$ cat config.mk
export PLATFORM = sky130hd
export DESIGN_NAME = rtc_calendar
export DESIGN_NICKNAME = d
export VERILOG_FILES = /design/src/rtl/rtc_cal_pkg.sv /design/src/rtl/rtc_decode.sv /design/src/rtl/rtc_step.sv /design/src/rtl/rtc_encode.sv /design/src/rtl/rtc_calendar.sv
export SDC_FILE = /design/constraint.sdc
export NUM_CORES = 1
export LEC_CHECK = 0
export BUFFER_PORTS_ARGS = -buffer_cell sky130_fd_sc_hd__buf_2
export CAP_MARGIN = 20
export CORE_MARGIN = 2
export CORE_UTILIZATION = 46
export CTS_BUF_LIST = sky130_fd_sc_hd__clkbuf_8
export CTS_CLUSTER_SIZE = 30
export DETAILED_ROUTE_END_ITERATION = 16
export GPL_TIMING_DRIVEN = 0
export SETUP_SLACK_MARGIN = 0.4
export SYNTH_ARGS = -nofsm -noshare
export SYNTH_HDL_FRONTEND = slang
export SYNTH_SLANG_ARGS = --single-unit
export TNS_END_PERCENT = 50
$ cat constraint.sdc
create_clock -name clk_i -period 15.3 [get_ports clk_i]
set_input_delay 3.06 -clock clk_i [delete_from_list [all_inputs] [get_ports clk_i]]
set_output_delay 3.06 -clock clk_i [all_outputs]
set_load 0.1 [all_outputs]
$ cat src/rtl/rtc_cal_pkg.sv
`timescale 1ns/1ps
package rtc_cal_pkg;
  localparam int unsigned NUM_LOCS = 10;
  localparam int unsigned ADDR_W   = 4;
  localparam int unsigned DATA_W   = 8;
  localparam int unsigned VAL_W    = 7;

  localparam int unsigned LOC_SEC     = 0;
  localparam int unsigned LOC_SEC_ALM = 1;
  localparam int unsigned LOC_MIN     = 2;
  localparam int unsigned LOC_MIN_ALM = 3;
  localparam int unsigned LOC_HR      = 4;
  localparam int unsigned LOC_HR_ALM  = 5;
  localparam int unsigned LOC_DOW     = 6;
  localparam int unsigned LOC_DOM     = 7;
  localparam int unsigned LOC_MON     = 8;
  localparam int unsigned LOC_YR      = 9;

  typedef logic [VAL_W-1:0]  val_t;
  typedef logic [DATA_W-1:0] byte_t;

  localparam val_t SEC_MAX  = 7'd59;
  localparam val_t HR24_MAX = 7'd23;
  localparam val_t HR12_TOP = 7'd12;
  localparam val_t DOW_MAX  = 7'd7;
  localparam val_t MON_MAX  = 7'd12;
  localparam val_t YR_MAX   = 7'd99;

  // Binary view of the time fields; pm is meaningful in 12-hour mode only
  typedef struct packed {
    val_t sec;
    val_t min;
    val_t hr;
    logic pm;
    val_t dow;
    val_t dom;
    val_t mon;
    val_t yr;
  } tod_t;

  function automatic val_t to_bin(input byte_t b, input logic bin_mode);
    if (bin_mode) return b[VAL_W-1:0];
    return val_t'(b[7:4]) * val_t'(10) + val_t'(b[3:0]);
  endfunction

  function automatic byte_t from_bin(input val_t v, input logic bin_mode);
    val_t tens;
    val_t ones;
    if (bin_mode) return {1'b0, v};
    tens = v / val_t'(10);
    ones = v % val_t'(10);
    return {tens[3:0], ones[3:0]};
  endfunction

  function automatic val_t month_days(input val_t mon, input val_t yr);
    case (mon)
      7'd2:                   return (yr[1:0] == 2'b00) ? 7'd29 : 7'd28;
      7'd4, 7'd6, 7'd9, 7'd11: return 7'd30;
      default:                return 7'd31;
    endcase
  endfunction
endpackage

$ cat src/rtl/rtc_decode.sv
`timescale 1ns/1ps
module rtc_decode
  import rtc_cal_pkg::*;
#(
  parameter int unsigned N = NUM_LOCS
) (
  input  logic [N-1:0][DATA_W-1:0] locs_i,
  input  logic                     binary_i,
  input  logic                     h24_i,
  output tod_t                     tod_o
);
  byte_t hr_raw;
  logic  unused_alarm_bits;

  assign hr_raw = h24_i ? locs_i[LOC_HR] : {1'b0, locs_i[LOC_HR][6:0]};
  assign unused_alarm_bits = ^{locs_i[LOC_SEC_ALM], locs_i[LOC_MIN_ALM], locs_i[LOC_HR_ALM]};

  always_comb begin
    tod_o.sec = to_bin(locs_i[LOC_SEC], binary_i);
    tod_o.min = to_bin(locs_i[LOC_MIN], binary_i);
    tod_o.hr  = to_bin(hr_raw, binary_i);
    tod_o.pm  = ~h24_i & locs_i[LOC_HR][7];
    tod_o.dow = to_bin(locs_i[LOC_DOW], binary_i);
    tod_o.dom = to_bin(locs_i[LOC_DOM], binary_i);
    tod_o.mon = to_bin(locs_i[LOC_MON], binary_i);
    tod_o.yr  = to_bin(locs_i[LOC_YR], binary_i);
  end
endmodule

$ cat src/rtl/rtc_step.sv
`timescale 1ns/1ps
module rtc_step
  import rtc_cal_pkg::*;
(
  input  tod_t cur_i,
  input  logic h24_i,
  output tod_t nxt_o
);
  logic sec_c, min_c, day_c, dom_c, mon_c;

  always_comb begin
    nxt_o = cur_i;
    day_c = 1'b0;

    sec_c     = (cur_i.sec >= SEC_MAX);
    nxt_o.sec = sec_c ? '0 : cur_i.sec + 7'd1;

    min_c = 1'b0;
    if (sec_c) begin
      min_c     = (cur_i.min >= SEC_MAX);
      nxt_o.min = min_c ? '0 : cur_i.min + 7'd1;
    end

    if (min_c) begin
      if (h24_i) begin
        day_c    = (cur_i.hr >= HR24_MAX);
        nxt_o.hr = day_c ? '0 : cur_i.hr + 7'd1;
      end else if (cur_i.hr == HR12_TOP - 7'd1) begin
        nxt_o.hr = HR12_TOP;
        nxt_o.pm = ~cur_i.pm;
        day_c    = cur_i.pm;  // 11 PM -> 12 AM starts a new day
      end else if (cur_i.hr >= HR12_TOP) begin
        nxt_o.hr = 7'd1;
      end else begin
        nxt_o.hr = cur_i.hr + 7'd1;
      end
    end

    dom_c = 1'b0;
    mon_c = 1'b0;
    if (day_c) begin
      nxt_o.dow = (cur_i.dow >= DOW_MAX) ? 7'd1 : cur_i.dow + 7'd1;
      dom_c     = (cur_i.dom >= month_days(cur_i.mon, cur_i.yr));
      nxt_o.dom = dom_c ? 7'd1 : cur_i.dom + 7'd1;
    end
    if (dom_c) begin
      mon_c     = (cur_i.mon >= MON_MAX);
      nxt_o.mon = mon_c ? 7'd1 : cur_i.mon + 7'd1;
    end
    if (mon_c) begin
      nxt_o.yr = (cur_i.yr >= YR_MAX) ? '0 : cur_i.yr + 7'd1;
    end
  end
endmodule

$ cat src/rtl/rtc_encode.sv
`timescale 1ns/1ps
module rtc_encode
  import rtc_cal_pkg::*;
#(
  parameter int unsigned N = NUM_LOCS
) (
  input  tod_t                     tod_i,
  input  logic [N-1:0][DATA_W-1:0] locs_i,
  input  logic                     binary_i,
  input  logic                     h24_i,
  output logic [N-1:0][DATA_W-1:0] locs_o
);
  byte_t hr_enc;

  assign hr_enc = from_bin(tod_i.hr, binary_i);

  always_comb begin
    locs_o          = locs_i;  // alarm bytes pass through untouched
    locs_o[LOC_SEC] = from_bin(tod_i.sec, binary_i);
    locs_o[LOC_MIN] = from_bin(tod_i.min, binary_i);
    locs_o[LOC_HR]  = h24_i ? hr_enc : {tod_i.pm, hr_enc[6:0]};
    locs_o[LOC_DOW] = from_bin(tod_i.dow, binary_i);
    locs_o[LOC_DOM] = from_bin(tod_i.dom, binary_i);
    locs_o[LOC_MON] = from_bin(tod_i.mon, binary_i);
    locs_o[LOC_YR]  = from_bin(tod_i.yr, binary_i);
  end
endmodule

$ cat src/rtl/rtc_calendar.sv
`timescale 1ns/1ps
module rtc_calendar
  import rtc_cal_pkg::*;
(
  input  logic              clk_i,
  input  logic              rst_ni,
  input  logic              tick_i,
  input  logic              hold_i,
  input  logic              binary_i,
  input  logic              h24_i,
  input  logic              wr_en_i,
  input  logic [ADDR_W-1:0] addr_i,
  input  logic [DATA_W-1:0] wdata_i,
  output logic [DATA_W-1:0] rdata_o
);
  logic [NUM_LOCS-1:0][DATA_W-1:0] locs_q;
  logic [NUM_LOCS-1:0][DATA_W-1:0] locs_adv;
  tod_t cur_tod, nxt_tod;
  logic adv;

  assign adv = tick_i & ~hold_i;

  rtc_decode #(.N(NUM_LOCS)) u_decode (
    .locs_i  (locs_q),
    .binary_i(binary_i),
    .h24_i   (h24_i),
    .tod_o   (cur_tod)
  );

  rtc_step u_step (
    .cur_i(cur_tod),
    .h24_i(h24_i),
    .nxt_o(nxt_tod)
  );

  rtc_encode #(.N(NUM_LOCS)) u_encode (
    .tod_i   (nxt_tod),
    .locs_i  (locs_q),
    .binary_i(binary_i),
    .h24_i   (h24_i),
    .locs_o  (locs_adv)
  );

  for (genvar g = 0; g < NUM_LOCS; g++) begin : g_loc
    always_ff @(posedge clk_i or negedge rst_ni) begin
      if (!rst_ni)                                      locs_q[g] <= '0;
      else if (wr_en_i && addr_i == ADDR_W'(g))         locs_q[g] <= wdata_i;
      else if (adv)                                     locs_q[g] <= locs_adv[g];
    end
  end

  always_comb begin
    rdata_o = '0;
    for (int i = 0; i < NUM_LOCS; i++) begin
      if (addr_i == ADDR_W'(i)) rdata_o = locs_q[i];
    end
  end

  a_r2_idle_stable: assert property (@(posedge clk_i) disable iff (!rst_ni)
    (!tick_i && !wr_en_i) |=> $stable(locs_q));

  a_r4_hold_freeze: assert property (@(posedge clk_i) disable iff (!rst_ni)
    (hold_i && !wr_en_i) |=> $stable(locs_q));

  a_r3_write_lands: assert property (@(posedge clk_i) disable iff (!rst_ni)
    (wr_en_i && addr_i < ADDR_W'(NUM_LOCS)) |=> (locs_q[$past(addr_i)] == $past(wdata_i)));

  a_r5_sec_step_bin: assert property (@(posedge clk_i) disable iff (!rst_ni)
    (adv && !wr_en_i && binary_i && locs_q[LOC_SEC] < 8'd59)
      |=> (locs_q[LOC_SEC] == $past(locs_q[LOC_SEC]) + 8'd1));

  a_r12_alarm_kept: assert property (@(posedge clk_i) disable iff (!rst_ni)
    !wr_en_i |=> ($stable(locs_q[LOC_SEC_ALM]) && $stable(locs_q[LOC_MIN_ALM])
                  && $stable(locs_q[LOC_HR_ALM])));
endmodule

# Yosys cells after proc, flatten, opt, wreduce, memory -nomap -nowiden
# Index checks and enable logic that the tools add are counted.
# totals
register_bits,80
out_inout_bits,8
# op_classes
addsub,14
n_mul,7
div,14
magnitude_cmp,8
n_eq_ne,15
mux,81
bitwise_logic,5
reduce_logical,20
# op_table
op,count
$mux W8,41
$mux W7,28
$add A7 B1 Y7 const B,7
$add A7 B4 Y7,7
$div A7 B4 Y7 const B,7
$mod A7 B4 Y7 const B,7
$mul A4 B3 Y6 const B,7
$eq A7 B4 Y1 const B,3
$eq A4 B3 Y1 const B,4
$eq A7 B3 Y1 const B,2
$ge A7 B4 Y1 const B,2
$ge A7 B6 Y1 const B,2
$mux W14,1
$pmux W7 S2,1
$reduce_bool A2 Y1,7
$logic_and A1 B1 Y1,10
$mux W1,10
$eq A4 B2 Y1 const B,2
$eq A4 B4 Y1 const B,2
$eq A7 B2 Y1 const B,1
$ge A7 B3 Y1 const B,1
$ge A7 B5 Y1 const B,1
$ge A7 B7 Y1,1
$ge A7 B7 Y1 const B,1
other kinds (6),9

# Logic depth before layout (Yosys ltp)
# Gate-level depths: netlist of run 1.
# logic_depth
word_depth,17
mapped_depth,33
depth_no_buf,29

# Modules after synthesis
# A second synthesis of run 1 with hierarchy kept.
# hier_totals
cells_unflattened,1427
hier_area_um2,11940.2
# modules_own_cells
module,n_inst,cells_per_inst,area_each_um2,seq_area_each_um2
rtc_calendar,1,364,4809.6,2001.9
rtc_encode,1,589,3737.3,0.0
rtc_decode,1,247,2011.9,0.0
rtc_step,1,227,1381.3,0.0

# Worst setup path after synthesis of run 1
# No wires, ideal clock.
# synth_path
path_type,input -> output
startpoint,in addr_i[0]
endpoint,out rdata_o[7]
arrival_ps,6009
t_required_ps,12240
setup_slack_ps,6231
cell_stages,4
path_buffers,2
cell_sequence,clkbuf_1 buf_1 mux2i_1 o32ai_1
# synth_between
elab_chain_len,11
word_cells_on_any_way,20
classes_between,eq/ne (9); mux (10); reduce/logical (1)
# synth_rtl
item,line_no,text
start: declaration,rtc_calendar.sv:12,"input logic [ADDR_W-1:0] addr_i,"
$logic_not A4 Y1,rtc_calendar.sv:55,if (addr_i == ADDR_W'(i)) rdata_o = locs_q[i];
$mux W8 (9 in series),rtc_calendar.sv:55,
$mux W8 (*),rtc_calendar.sv:55,
end: declaration,rtc_calendar.sv:14,output logic [DATA_W-1:0] rdata_o
# Mark *: on every way between the ends. The rest lies on a longest branch, timed or not.

# Final worst setup path of run 1
# layout_path
startpoint,in binary_i
endpoint,reg locs_q[65] (netlist bit)
# layout_between
elab_chain_len,13
word_cells_on_any_way,36
classes_between,add/sub (1); div (1); order compare (5); eq/ne (6); mux (21); reduce/logical (2)
# layout_rtl
item,line_no,text
start: declaration,rtc_calendar.sv:9,"input logic binary_i,"
$mux W1 (*),"rtc_cal_pkg.sv:42, rtc_cal_pkg.sv:49",
$mux W7,rtc_cal_pkg.sv:43,return val_t'(b[7:4]) * val_t'(10) + val_t'(b[3:0]);
$eq A7 B3 Y1 (tied with other cells),rtc_cal_pkg.sv:56,case (mon)
$reduce_or A4 Y1 / $mux W1 (equally long branches),"rtc_cal_pkg.sv:56, rtc_cal_pkg.sv:57",
$pmux W7 S2,rtc_cal_pkg.sv:56,
$mux W7,rtc_step.sv:41,if (day_c) begin
$ge A7 B7 Y1,rtc_step.sv:43,"dom_c = (cur_i.dom >= month_days(cur_i.mon, cur_i.yr));"
$mux W1,rtc_step.sv:41,
$mux W7,rtc_step.sv:46,if (dom_c) begin
$mod A7 B4 Y7 / $mux W8 (equally long branches),"rtc_cal_pkg.sv:51, rtc_cal_pkg.sv:49",
$mux W8 (*),rtc_cal_pkg.sv:50,tens = v / val_t'(10);
$mux W8 (*),rtc_calendar.sv:48,else if (adv) locs_q[g] <= locs_adv[g];
$mux W8 (*),rtc_calendar.sv:47,else if (wr_en_i && addr_i == ADDR_W'(g)) locs_q[g] <= wdata_i;
end signal: indexed assignment,rtc_calendar.sv:47,
end signal: indexed assignment,rtc_calendar.sv:48,
end: declaration,rtc_calendar.sv:16,logic [NUM_LOCS-1:0][DATA_W-1:0] locs_q;
# Mark *: on every way between the ends. The rest lies on a longest branch, timed or not. The select of a mux whose other input is x is not followed.
# A chain may end at the register's enable or synchronous reset.

==> out/results.ini, run 1 <==
[outcome]
status=finished, final reports clean

[cells_and_area]
top_register=locs_q
nets=1608
syn2layout_area_growth_pct=6.58
nFillCells=2408
largest_reg_flops=80
reg_top3=locs_q x80
diodes=0
drive_gt1_share_pct=9.24

[detailed_routing]
firstDrtPassIters=6
drtAntennaViolNets=0
drt_wl_total_um=43100
wl_per_cell_um=23.5
drtIter0Drc=1527
drt-vias-per-instance=6.80
vias=12500
drc=0

[sta]
min_period_ns=10.53
max_freq_mhz=95.0
finalMaxSlewViolations=0
post-route-period-util_pct=68.8
rsz0062_at_grt=false
fin_setup_tns_ns=0
slew_headroom_pct=24.7
hold_violations=0
final-setup-viol-count=0
fin_skew_ns=0.0175
worstMarginPinSlew_ns=1.12

[hold_path]
worstHoldPathCells=2
worst_hold_path_type=register to register
hold_path_end=locs_q[40]
min-delay-start=locs_q[40]

[global_route]
grt_start_max_net_pins=42
grt_pass1_vias=11300
grt_pass1_wl_um=66300
gr-total-overflow=0
grt_antenna_before_repair=0
globalRouteTotalUtil_pct=33.1

[setup_path]
r2r_slack_ns=6.92
r2r_cells=26
critPathCaptureType=register
start_kind=input port
crit_type=input port to register
cp.arrival_ns=10.84
worstPathRequired_ns=15.61
path_max_fanout=10
r2r_end=locs_q[65]
r2r-start=locs_q[69]

[clock_tree]
clk_pin_slew_ns=0.09
cts_setup_buffers=0
htree_levels=3
ctsHoldBuffers=0
ctsRootBufferMaster=clkbuf_8
clkLatencyLatePin_ns=0.38
cts_tree=built
cts_max_path_buffers=2
cts_resized=0
numCtsBuffers=9
cts.sinks=80

[synthesis]
synthSimpleGateAreaFrac_pct=23.3
synth_compound_area_share_pct=33.1
avgSynthCellArea_um2=7.52
synthAdderAreaFrac_pct=9.94
synth_fp_nets=1575
synthMuxAreaShare_pct=7.94
post_synth_num_cell_types=96
synth_edf_count=0
yosys_warnings=0
async_flop_share_pct=100
synth-main-ff-cell=dfrtp_1
synth-xor-area-share_pct=3.08
synth_top_family_by_area=compound AO/OA/AOI/OAI gates
seq_area_frac_synth_pct=18.0
synth.ff_latch_count=80
syn_inst=1477
syn_area_um2=11100

[floorplan]
start_util_pct=47.0
io_pins=27
die_w_um=159
coreArea_um2=23600
fp.dieH_um=159
die_area_um2=25400
rows=56

[placement]
gp_congestion=0.933
dp_hpwl_um=32700
numPortBuffers=20

[flow_run]
cap_violations=0

[cell usage after synthesis, drive strengths merged, types with 7 or more instances]
| cell | count | share of area [%] |
|---|---|---|
| a2111oi | 8 | 0.97 |
| a211o | 10 | 0.79 |
| a211oi | 29 | 2.0 |
| a21o | 9 | 0.61 |
| a21oi | 111 | 5.1 |
| a221oi | 8 | 0.63 |
| a22o | 11 | 0.87 |
| a22oi | 23 | 1.6 |
| a31oi | 34 | 1.9 |
| and2 | 21 | 1.2 |
| and3 | 23 | 1.3 |
| buf | 31 | 1.5 |
| clkbuf | 60 | 2.0 |
| dfrtp | 80 | 18 |
| fa | 14 | 2.5 |
| ha | 65 | 7.3 |
| inv | 32 | 1.1 |
| mux2 | 45 | 4.6 |
| mux2i | 33 | 3.0 |
| nand2 | 139 | 4.7 |
| nand2b | 15 | 0.84 |
| nand3 | 58 | 2.6 |
| nand4 | 15 | 0.84 |
| nor2 | 151 | 5.1 |
| nor2b | 15 | 0.84 |
| nor3 | 39 | 1.8 |
| nor3b | 8 | 0.54 |
| nor4 | 9 | 0.56 |
| o2111ai | 7 | 0.61 |
| o211ai | 34 | 2.3 |
| o21a | 11 | 0.74 |
| o21ai | 118 | 5.3 |
| o221ai | 12 | 1.0 |
| o22ai | 11 | 0.68 |
| o31a | 8 | 0.63 |
| o31ai | 14 | 0.99 |
| o32ai | 7 | 0.55 |
| or2 | 15 | 0.84 |
| or3 | 11 | 0.66 |
| xnor2 | 29 | 2.3 |
| xor2 | 10 | 0.79 |
[through the flow]
stage	hold WS, ns	setup slack [ns]	util, %	std cells	instance area (um2)
CTS	0.489	4.95	50.1	1834	11800
global placement	0.459	4.66	49.2	1816	11600
detailed placement	0.468	4.59	49.3	1818	11600
finish	0.487	4.77	50.1	1834	11800
floorplan	0.445	6.23	-	1477	11100
global route	0.531	4.48	50.1	1834	11800
[cell families after synthesis]
group / Yosys count
mux: 80
compound gates: 535
simple gates: 539
flops: 80
xor+xnor: 39
buf+inv: 124
fa+ha+maj: 80
[routing by layer]
| layer | wire (um) | global-route usage [%] | up-vias | share of wire [%] |
|---|---|---|---|---|
| li1 | - | - | 5704 | - |
| met1 | 18700 | 47.3 | 5950 | 43 |
| met2 | 18200 | 49.1 | 707 | 42 |
| met3 | 4710 | 7.58 | 109 | 11 |
| met4 | 1580 | 10.8 | 0 | 3.7 |
| met5 | 0 | 0 | - | 0 |
[layout make-up]
class | count | area, um2 | area share [%]
plain buffers | 91 | 389 | 3.29
flip-flops and latches | 80 | 2000 | 16.9
clock buffers | 9 | 124 | 1.05
multi-input cells | 1273 | 8590 | 72.6
repair buffers | 22 | 130 | 1.10
inverters | 33 | 124 | 1.05
well taps | 319 | 399 | 3.37
clock inverters | 7 | 77.6 | 0.655
[how the worst max path moves through the flow]
stage,start,end
after floorplan,addr_i[0],rdata_o[7]
after global placement,binary_i,locs_q[73]
after detailed placement,binary_i,locs_q[65]
after CTS,binary_i,locs_q[65]
after global routing,binary_i,locs_q[65]
final,binary_i,locs_q[65]
[layout by cell type (no fill, tap or decap), types with 11 or more instances in the layout]
| cell | synthesis | layout |
|---|---|---|
| nor2_1 | 151 | 151 |
| nand2_1 | 139 | 139 |
| a21oi_1 | 109 | 109 |
| o21ai_0 | 107 | 107 |
| dfrtp_1 | 80 | 80 |
| ha_1 | 65 | 65 |
| clkbuf_1 | 60 | 60 |
| nand3_1 | 58 | 58 |
| mux2_2 | 44 | 44 |
| nor3_1 | 38 | 38 |
| a31oi_1 | 34 | 34 |
| buf_2 | 14 | 33 |
| o211ai_1 | 33 | 33 |
| mux2i_1 | 33 | 33 |
| inv_1 | 31 | 31 |
| xnor2_1 | 29 | 29 |
| a211oi_1 | 28 | 28 |
| and3_1 | 23 | 23 |
| a22oi_1 | 23 | 23 |
| and2_1 | 19 | 19 |
| nand4_1 | 15 | 15 |
| nor2b_1 | 15 | 15 |
| nand2b_1 | 15 | 15 |
| fa_1 | 14 | 14 |
| o31ai_1 | 13 | 13 |
| buf_1 | 12 | 12 |
| or2_2 | 11 | 11 |
| o21ai_1 | 11 | 11 |
| o21a_1 | 11 | 11 |
| a22o_1 | 11 | 11 |
| o221ai_1 | 11 | 11 |
[critical path, cell delays in order]
cell       delay [ns]
buf_2            0.11
buf_6            0.14
buf_6            0.15
buf_2            0.34
buf_4            0.28
buf_2            0.32
buf_2            0.32
mux2_2           0.42
ha_1             0.21
o21ai_0          0.13
o21ai_0          0.11
a22oi_1          0.36
ha_1             0.30
nand2b_1         0.14
a21oi_1          0.21
a31oi_1          0.11
nor3_2           0.77
a211oi_1         0.23
a31o_2           0.31
a21oi_1          0.67
o2bb2ai_1        0.21
a32oi_1          0.07
o21ai_0          0.63
xnor2_1          0.15
ha_1             0.26
o21a_1           0.25
or4_1            0.48
nand3_1          0.09
Power of run 1 is left out: the tool's default activity adds up to more than one toggle a clock period on the data nets, which glitch-free logic cannot reach.
==> inputs of run 2 (changes only) <==
--- a/config.mk
+++ b/config.mk
@@ -5,6 +5,7 @@
 export SDC_FILE = /design/constraint.sdc
 export NUM_CORES = 1
 export LEC_CHECK = 0
+export ABC_AREA = 1
 export BUFFER_PORTS_ARGS = -buffer_cell sky130_fd_sc_hd__buf_2
 export CAP_MARGIN = 20
 export CORE_MARGIN = 2
==> constraint.sdc (replaced) <==
create_clock -name clk_i -period 10.4 [get_ports clk_i]
set_input_delay 2.08 -clock clk_i [delete_from_list [all_inputs] [get_ports clk_i]]
set_output_delay 2.08 -clock clk_i [all_outputs]
set_load 0.1 [all_outputs]
==> out/results.ini, run 2 <==
[outcome]
status=finished, final reports clean

[cells_and_area]
syn2layout_area_growth_pct=7.00
layout_common_cells=nand2_1, inv_1, nand3_1, nor2_1, o21ai_0
drive_gt1_share_pct=9.35  ; +0.11 points
nets=1687  ; +4.9%
mostFrequentLayoutCell=nand2_1
largest_reg_flops=80  ; unchanged
reg_top3=locs_q x80
diodes=0  ; unchanged
top_register=locs_q

[sta]
final-setup-viol-count=0  ; unchanged
max_freq_mhz=134
min_period_ns=7.48
rsz0062_at_grt=false
post-route-period-util_pct=71.9
setup_ws_ns=2.92  ; -1.85 ns
fin_setup_tns_ns=0  ; unchanged
worstMarginPinSlew_ns=0.884  ; -0.236 ns
fin_skew_ns=0.0128  ; -0.00475 ns
finalMaxSlewViolations=0  ; unchanged
slew_headroom_pct=41.1  ; +16 points
hold_violations=0  ; unchanged

[placement]
numPortBuffers=25  ; +25%
gp_congestion=0.930  ; -0.24%
dp_slack_ns=2.61  ; -1.98 ns
dp_hpwl_um=24600  ; -25%

[detailed_routing]
drt_wl_total_um=31400  ; -27%
vias=10300  ; -17%
drc=0  ; unchanged
firstDrtPassIters=5  ; -1
drtAntennaViolNets=0  ; unchanged
drt-vias-per-instance=5.52  ; -19%
wl_per_cell_um=16.8  ; -29%
drtIter0Drc=652  ; -57%

[global_route]
grt_start_max_net_pins=64  ; +52%
globalRouteTotalUtil_pct=28.6  ; -4.5 points
grt_pass1_vias=9530  ; -16%
gr-total-overflow=0  ; unchanged
grt_antenna_before_repair=0  ; unchanged
grt_pass1_wl_um=49900  ; -25%

[synthesis]
async_flop_share_pct=100  ; unchanged
synth_edf_count=0  ; unchanged
synth_compound_area_share_pct=17.2  ; -16 points
synth.ff_latch_count=80  ; unchanged
synth_top_family_by_area=simple AND/OR/NAND/NOR gates
synth.largest_area_cell=dfrtp_1
synth-main-ff-cell=dfrtp_1
post_synth_num_cell_types=59  ; -39%
synth_common_cells=nand2_1, inv_1, nand3_1
avgSynthCellArea_um2=6.31  ; -16%
synth-xor-area-share_pct=2.51  ; -0.57 points
synthMuxAreaShare_pct=0.115  ; -7.8 points
synthAdderAreaFrac_pct=11.2  ; +1.2 points
synth_area_leaders=dfrtp_1, nand2_1, inv_1
yosys_warnings=0  ; unchanged
syn_inst=1551  ; +5.0%
yosysMostFrequentCell=nand2_1
yosys.area.top_type_share_pct=20.5  ; +2.4 points
synthSimpleGateAreaFrac_pct=36.7  ; +13 points
syn_area_um2=9780  ; -12%
synth_fp_nets=1649  ; +4.7%
seq_area_frac_synth_pct=20.5  ; +2.4 points

[power_and_ir_drop]
power_density_nw_per_um2=381
ir_worst_vdd_mv=0.265
p_leak_nw=5.57

[floorplan]
coreArea_um2=21000  ; -11%
start_util_pct=46.7  ; -0.36 points
die_area_um2=22400  ; -12%
die_w_um=150  ; -6.0%
fp.dieH_um=150  ; -6.0%
rows=53  ; -5.4%
io_pins=27  ; unchanged

[setup_path]
start_kind=input port
path_max_fanout=10  ; unchanged
cpMostUsedCell=nand2_1
cp.arrival_ns=7.75  ; -3.09 ns
cpPeakStageDelay_ns=0.57  ; -0.20 ns
critPathCaptureType=register
r2r_slack_ns=4.07  ; -2.85 ns
crit_type=input port to register
worstPathRequired_ns=10.67  ; -4.94 ns
cp_slowest_cell=o21ai_0

[clock_tree]
clkLatencyLatePin_ns=0.38  ; about the same
numCtsBuffers=9  ; unchanged
cts_max_path_buffers=2  ; unchanged
htree_levels=3  ; unchanged
ctsRootBufferMaster=clkbuf_8
ctsHoldBuffers=0  ; unchanged
cts_resized=0  ; unchanged
cts.sinks=80  ; unchanged
cts_tree=built
clk_pin_slew_ns=0.08  ; about the same
cts_setup_buffers=0  ; unchanged

[flow_run]
cap_violations=0  ; unchanged

[hold_path]
worst_hold_path_type=register to register

## run 2: changes by cell type after synthesis, sizes merged, moves of 28 or more
cell,previous run,this run
a211oi,29,1
a21oi,111,35
a31oi,34,4
clkbuf,60,10
inv,32,245
mux2,45,1
mux2i,33,0
nand2,139,515
nand3,58,131
nor2,151,115
## run 2: layer usage
| layer | vias to the layer above | routed length [um] | global-route usage [%] | part of all wire (%) |
|---|---|---|---|---|
| met1 | 4755 | 14100 | 38.7 | 45 |
| li1 | 5161 | - | - | - |
| met4 | 0 | 1090 | 9.72 | 3.5 |
| met3 | 69 | 2050 | 4.57 | 6.5 |
| met5 | - | 0 | 0 | 0 |
| met2 | 332 | 14200 | 46.3 | 45 |
## run 2: cell families (layout without fill, tap and decap cells)
group | count (synthesis) | after routing
compound gates | 273 | 273
flops | 80 | 80
fa+ha+maj | 79 | 79
mux | 1 | 1
simple gates | 809 | 809
xor+xnor | 28 | 28
buf+inv | 281 | 324
## run 2: power breakdown
part / internal [mW] / total [mW] / switching [mW]
Clock: 0.0920 / 0.216 / 0.124
Combinational: 1.11 / 3.19 / 2.08
Sequential: 0.419 / 0.589 / 0.170
Total: 1.62 / 3.99 / 2.37
## run 2: worst max-delay path: cells and delay by family
kind	cells	cell delay [ns]
simple gates	22	2.34
fa+ha+maj	3	0.76
compound gates	7	1.33
buf+inv	11	1.22
## run 2: area by class of cell
class | count | area, um2
sequential | 80 | 2000
multi-input combinational | 1190 | 6620
clock buffer | 10 | 138
timing repair buffer | 27 | 166
clock inverter | 6 | 36.3
fill | 2296 | 10500
buffer | 25 | 178
inverter | 256 | 978
tap | 275 | 344
## run 2: final timing paths
kind                              end  startpoint  cells after the start
max in group asynchronous  locs_q[72]      rst_ni                      2
hold / removal             locs_q[43]  locs_q[43]                      2
setup reg to reg           locs_q[76]  locs_q[69]                     44
setup / recovery           locs_q[76]    binary_i                     43
hold reg to reg            locs_q[43]  locs_q[43]                      2
min in group asynchronous  locs_q[62]      rst_ni                      1
## run 2: stage by stage
| step | instance area (um2) | hold slack (ns) | instances | util [%] | power (mW) |
|---|---|---|---|---|---|
| final | 10500 | 0.490 | 1869 | 49.9 | 3.99 |
| after global routing | 10500 | 0.521 | 1869 | 49.9 | 4.52 |
| after CTS | 10500 | 0.495 | 1869 | 49.9 | 3.98 |
| after detailed placement | 10300 | 0.474 | 1853 | 49.1 | 3.75 |
| after global placement | 10300 | 0.468 | 1851 | 48.9 | 3.70 |
| after floorplan | 9780 | 0.448 | 1551 | - | 3.09 |
Power figures use the tool's default switching activity.
